$ cat src/rtl/fuse_shadow_loader.sv
`timescale 1ns/1ps
module fuse_shadow_loader #(
  parameter int DataW = 32,
  parameter int AddrW = 6,
  parameter int RowAW = 6,
  parameter logic [AddrW-1:0] LOAD_ADDR = 6'h30
) (
  input  logic             clk,
  input  logic             rst_n,
  input  logic             load_wr,
  input  logic [AddrW-1:0] load_addr,
  input  logic [DataW-1:0] load_wdata,
  input  logic [2:0]       tbit_ok,
  output logic             row_rd_en,
  output logic [RowAW-1:0] row_rd_addr,
  input  logic [DataW-1:0] row_rd_data,
  input  logic [AddrW-1:0] bus_rd_addr,
  output logic [DataW-1:0] bus_rd_data,
  output logic [DataW-1:0] sec_ctrl
);
  localparam int NROWS       = 42;
  localparam int CntW        = $clog2(NROWS + 1);
  localparam int UCTL_STEP   = 12;
  localparam int SECCTL_STEP = 16;
  localparam int UCTL_BITS   = 17;
  localparam int DONE_BIT    = 4;
  localparam logic [DataW-1:0] UCTL_MASK = {{(DataW-UCTL_BITS){1'b0}}, {UCTL_BITS{1'b1}}};

  logic             busy, done, cap_vld;
  logic [CntW-1:0]  cnt, cap_idx;
  logic [2:0]       tbits;
  logic [DataW-1:0] shadow [NROWS];
  logic [DataW-1:0] rd_next;

  function automatic logic [RowAW-1:0] step_row(input logic [CntW-1:0] k);
    int r;
    int kk;
    kk = int'(k);
    if (kk < 4)       r = kk + 3;
    else if (kk < 14) r = kk + 4;
    else if (kk < 18) r = kk + 6;
    else              r = kk + 22;
    return RowAW'(r);
  endfunction

  wire issuing  = busy && (cnt < CntW'(NROWS));
  wire req      = load_wr && (load_addr == LOAD_ADDR) && load_wdata[0];
  wire last_cap = cap_vld && (cap_idx == CntW'(NROWS - 1));

  assign row_rd_en   = issuing;
  assign row_rd_addr = step_row(cnt);
  assign sec_ctrl    = shadow[SECCTL_STEP];

  always_ff @(posedge clk or negedge rst_n) begin
    if (!rst_n) begin
      busy    <= 1'b1;
      done    <= 1'b0;
      cnt     <= '0;
      cap_vld <= 1'b0;
      cap_idx <= '0;
      tbits   <= '0;
    end else begin
      cap_vld <= issuing;
      cap_idx <= cnt;
      if (issuing) cnt <= cnt + 1'b1;
      if (last_cap) begin
        busy  <= 1'b0;
        done  <= 1'b1;
        tbits <= tbit_ok;
      end
      if (req && !busy) begin
        busy <= 1'b1;
        done <= 1'b0;
        cnt  <= '0;
      end
    end
  end

  always_ff @(posedge clk or negedge rst_n) begin
    if (!rst_n) begin
      for (int i = 0; i < NROWS; i++) shadow[i] <= '0;
    end else if (cap_vld) begin
      shadow[cap_idx] <= (cap_idx == CntW'(UCTL_STEP)) ? (row_rd_data & UCTL_MASK) : row_rd_data;
    end
  end

  always_comb begin
    rd_next = '0;
    if (bus_rd_addr == '0) begin
      rd_next[2:0]     = tbits;
      rd_next[DONE_BIT] = done;
    end else if (bus_rd_addr <= AddrW'(NROWS)) begin
      rd_next = shadow[bus_rd_addr - 1'b1];
    end
  end

  always_ff @(posedge clk or negedge rst_n) begin
    if (!rst_n) bus_rd_data <= '0;
    else        bus_rd_data <= rd_next;
  end
endmodule

$ cat config.mk
export PLATFORM = sky130hd
export DESIGN_NAME = fuse_shadow_loader
export DESIGN_NICKNAME = d
export VERILOG_FILES = /design/src/rtl/fuse_shadow_loader.sv
export SDC_FILE = /design/constraint.sdc
export NUM_CORES = 2
export LEC_CHECK = 0
export ABC_AREA = 1
export BUFFER_PORTS_ARGS = -buffer_cell sky130_fd_sc_hd__buf_4
export CAP_MARGIN = 10
export CORE_ASPECT_RATIO = 1.75
export CORE_MARGIN = 5
export CORE_UTILIZATION = 40
export CTS_CLUSTER_DIAMETER = 60
export DETAILED_ROUTE_END_ITERATION = 6
export PLACE_DENSITY = 0.62
export SETUP_SLACK_MARGIN = 0.3
export SLEW_MARGIN = 15
export SYNTH_ARGS = -nofsm -noshare
export SYNTH_HDL_FRONTEND = slang
export SYNTH_SLANG_ARGS = --single-unit
$ cat constraint.sdc
create_clock -name clk -period 2.8 [get_ports clk]
set_input_delay 0.7 -clock clk [delete_from_list [all_inputs] [get_ports clk]]
set_output_delay 0.7 -clock clk [all_outputs]
set_load 0.01 [all_outputs]
==> summary.md <==
| Metric | Value |
|---|---|
| Worst Setup SP | cnt[2] |
| Vias in the first global route | 55.74k |
| F_max | 312.1 MHz |
| CP endpoint kind | output port |
| Area grow syn2layout | 14.89% |
| Reg-to-Reg End | shadow[351] |
| CTS H-tree depth | 4 |
| Clock Tree Root | clkbuf_16 |
| Period utilization | 1.144 |
| Status | finished with violations |
| Die Width | approximately 320 µm |
| Vias after detailed routing | 57.31k |
| Violated checks | design-rule violations, negative setup slack |
| DR pass1 iterations | 7 |
| Worst r2r src | cap_idx[5] |
| Layout cells sized above 1 | 0.1107 |
| Worst slew pin tran | 0.9439 ns |
| Longest Clk Path Bufs | 4 |
| Mapped Cells | 8610 |
| Die Ht | 547.1 µm |
| Most frequent cells in the layout | nand2_1 (3000), dfrtp_1 (1392), o21ai_0 (1358), nand3_1 (1010), inv_1 (718) |
| Worst Path Required | approximately 2.1 ns |
| Final ANT Viol Nets | 0 |
| Worst R2R Setup Slack | 0.50 ns |
| Initial drt markers | 6275 |
| Num CTS Buffers | 139 |
| Critical path fanouts, max | 4 |
| Worst R2R Path Depth | 7 |
| Final wirelength | 219.8 mm |
| Overall Global Routing Usage | 0.2507 |
| Register area share after synthesis | 0.5290 |
| Core Box Area | between 0.15 and 0.2 mm² |
| Core Util, Final | 0.4609 |
| Setup ws final | -0.4038 ns |
| Total gr overflow | 0 |
| Final Hold Viols | 0 |
| Arrival time worst endpoint | 2.50 ns |
| Unrepaired setup endpoints after global routing | true |
| Die Area | about 0.17 mm² |
| Fillers | approximately 16k |
| CP Capture Point | row_rd_addr[5] |
| HP Class | input pin to flop |
| Commonest non-fill, non-tap cell in the layout | nand2_1 |
| Placer Congestion | roughly 0.86 |
| Skew final | 0.05291 ns |
| Largest net degree at the start of global routing | 118 |
| DP HPWL | between 100 and 150 mm |
| Setup WS pre-CTS | -0.04938 ns |
| GR Util met2 | 0.4311 |
| Skew-Pair Late Insertion Delay | ~0.80 ns |
| Final setup fails | 6 |
| TritonCTS clock tree | yes |
| Initial antenna violation count | 6 |
| Ports | about 150 |
| Mapped Nets | roughly 8.7k |
| Worst Min Path Start | tbit_ok[1] |
| CTS Sinks | 1394 |
| Synth cell types | 30 |
| Avg Cell Area, Syn | approximately 7.7 µm² |
| Site Rows | 197 |
| Leak pwr | 41.96 nW |
| MaxCap Viol Count | 0 |
| Busiest grt layer | met2 |
| Met1 Track Usage GR | 0.3143 |
| Tmin final | 3.204 ns |
| Drt wl/cell | around 20 µm |
| Routed vias/inst | roughly 5.3 |
| Fin nets | approximately 8.6k |
| Cell Area, Synth | 0.06595 mm² |
| First-pass GRT wire length | approximately 340 mm |
| YS warnings | 0 |
| Rel. slew slack | 0.3707 |
| Setup CP Type | flop to output port |
| DRC Markers | 2 |
| Post-synthesis sequential element count | 1394 |
| Cell Pwr Density | 627.5 mW/mm² |
| Maximum VDD drop | 0.5222 mV |
| Initial Util | 0.4011 |
| Startpoint class of the critical path | flop |
| PortBufs | 121 |
| CTS clk-pin slew, worst paths | 0.06 ns |
| Max Slew Vio Count | 0 |
| Met3 usage | 0.02791 |
-- cells by family after synthesis --
family	after synthesis	synth area share
buffers and inverters	1437	0.08466
adder cells (fa/ha/maj)	13	0.002466
AND/OR/NAND/NOR	4317	0.2725
flip-flops	1394	0.5290
XOR/XNOR	3	0.0003985
AO/OA/AOI/OAI	1446	0.1110
-- critical path, stage by stage (launching register included) --
cell      delay, ns
dfrtp_1        0.39
inv_2          0.13
ha_4           0.15
nand2_2        0.05
a31oi_1        0.15
ha_1           0.29
a21oi_2        0.16
inv_2          0.06
a211oi_2       0.17
buf_4          0.15
-- report_power, final --
part,switching [mW],total (mW),internal (mW),leakage (nW)
Clock,8.04,19.2,11.1,2.24
Combinational,4.39,6.82,2.43,26.6
Sequential,0.562,21.5,21.0,13.1
Total,13.0,47.5,34.6,42.0
-- timing repair --
action	CTS	global route
hold buffers	1	0
pin swaps	11	10
cloned	0	0
setup endpoints to repair	7	7
buffers inserted	15	12
hold endpoints to repair	21	0
resized for setup	39	17
-- routing by layer --
metal  up-vias  wire length [µm]
li1      26920                 -
met2      1993            107400
met3       522             12500
met5         -                27
met4         4             12360
met1     27880             87510
-- stage by stage --
stage / hold slack [ns] / std cells / cell area, µm² / total power [mW] / TNS (ns)
2_1_floorplan: 0.4044 / 8610 / 66620 / 25.22 / 0
3_3_place_gp: 0.4577 / 10520 / 70810 / 28.15 / -0.07220
3_5_place_dp: 0.4643 / 10520 / 70810 / 28.27 / -0.07107
4_1_cts: 0.06432 / 10770 / 75600 / 47.68 / -1.323
5_1_grt: 0.1108 / 10790 / 75760 / 49.33 / -2.444
6_report: 0.1006 / 10790 / 75770 / 47.55 / -1.932
-- how the worst min path moves through the flow --
stage | cells past startpoint | slack, ns | end
finish | 3 | 0.10 | tbits[1]
detailed placement | 2 | 0.46 | shadow[407]
CTS | 3 | 0.06 | tbits[1]
global placement | 2 | 0.46 | shadow[528]
floorplan | 0 | 0.40 | bus_rd_data[0]
global route | 3 | 0.11 | tbits[1]
-- flip-flops by register name (all words and copies together), names as in the netlist --
signal,flops
shadow,1312
busy,1
bus_rd_data,32
sec_ctrl,32
cap_vld,1
tbits,3
cap_idx,6
cnt,6
done,1
-- synthesized netlist by cell type --
cell type / number / area (µm²)
or2_2: 172 / 1076
nor3_2: 2 / 20.02
a211oi_1: 2 / 15.01
nor4_1: 1 / 6.260
nor3_1: 3 / 15.01
nand3_1: 1039 / 5200
buf_2: 55 / 275.3
nand2_1: 3050 / 11450
o31ai_1: 1 / 7.510
nor2_1: 46 / 172.7
o21ai_0: 1365 / 6832
clkbuf_1: 587 / 2203
clkinv_1: 2 / 7.510
o211ai_1: 2 / 15.01
nand4_1: 3 / 18.77
dfstp_2: 1 / 26.28
o21ai_1: 1 / 5.000
a211o_1: 1 / 8.760
nor2_4: 1 / 11.26
a31oi_1: 2 / 12.51
a21oi_1: 45 / 225.2
a21boi_0: 27 / 202.7
xor2_1: 2 / 17.52
buf_1: 34 / 127.6
xnor2_1: 1 / 8.760
buf_4: 32 / 240.2
dfrtp_1: 1393 / 34860
inv_1: 725 / 2721
ha_1: 13 / 162.7
inv_2: 2 / 7.510
-- final cells by class --
type	count	area [µm²]	share of cell area
tap	2189	2739	0.03615
clock inverter	38	508.0	0.006704
timing repair buffer	460	4863	0.06419
clock buffer	197	4041	0.05334
sequential	1394	34890	0.4604
inverter	729	2779	0.03668
antenna	5	12.51	0.0001651
multi-input combinational	5779	25940	0.3424
Power figures use the tool's default switching activity.
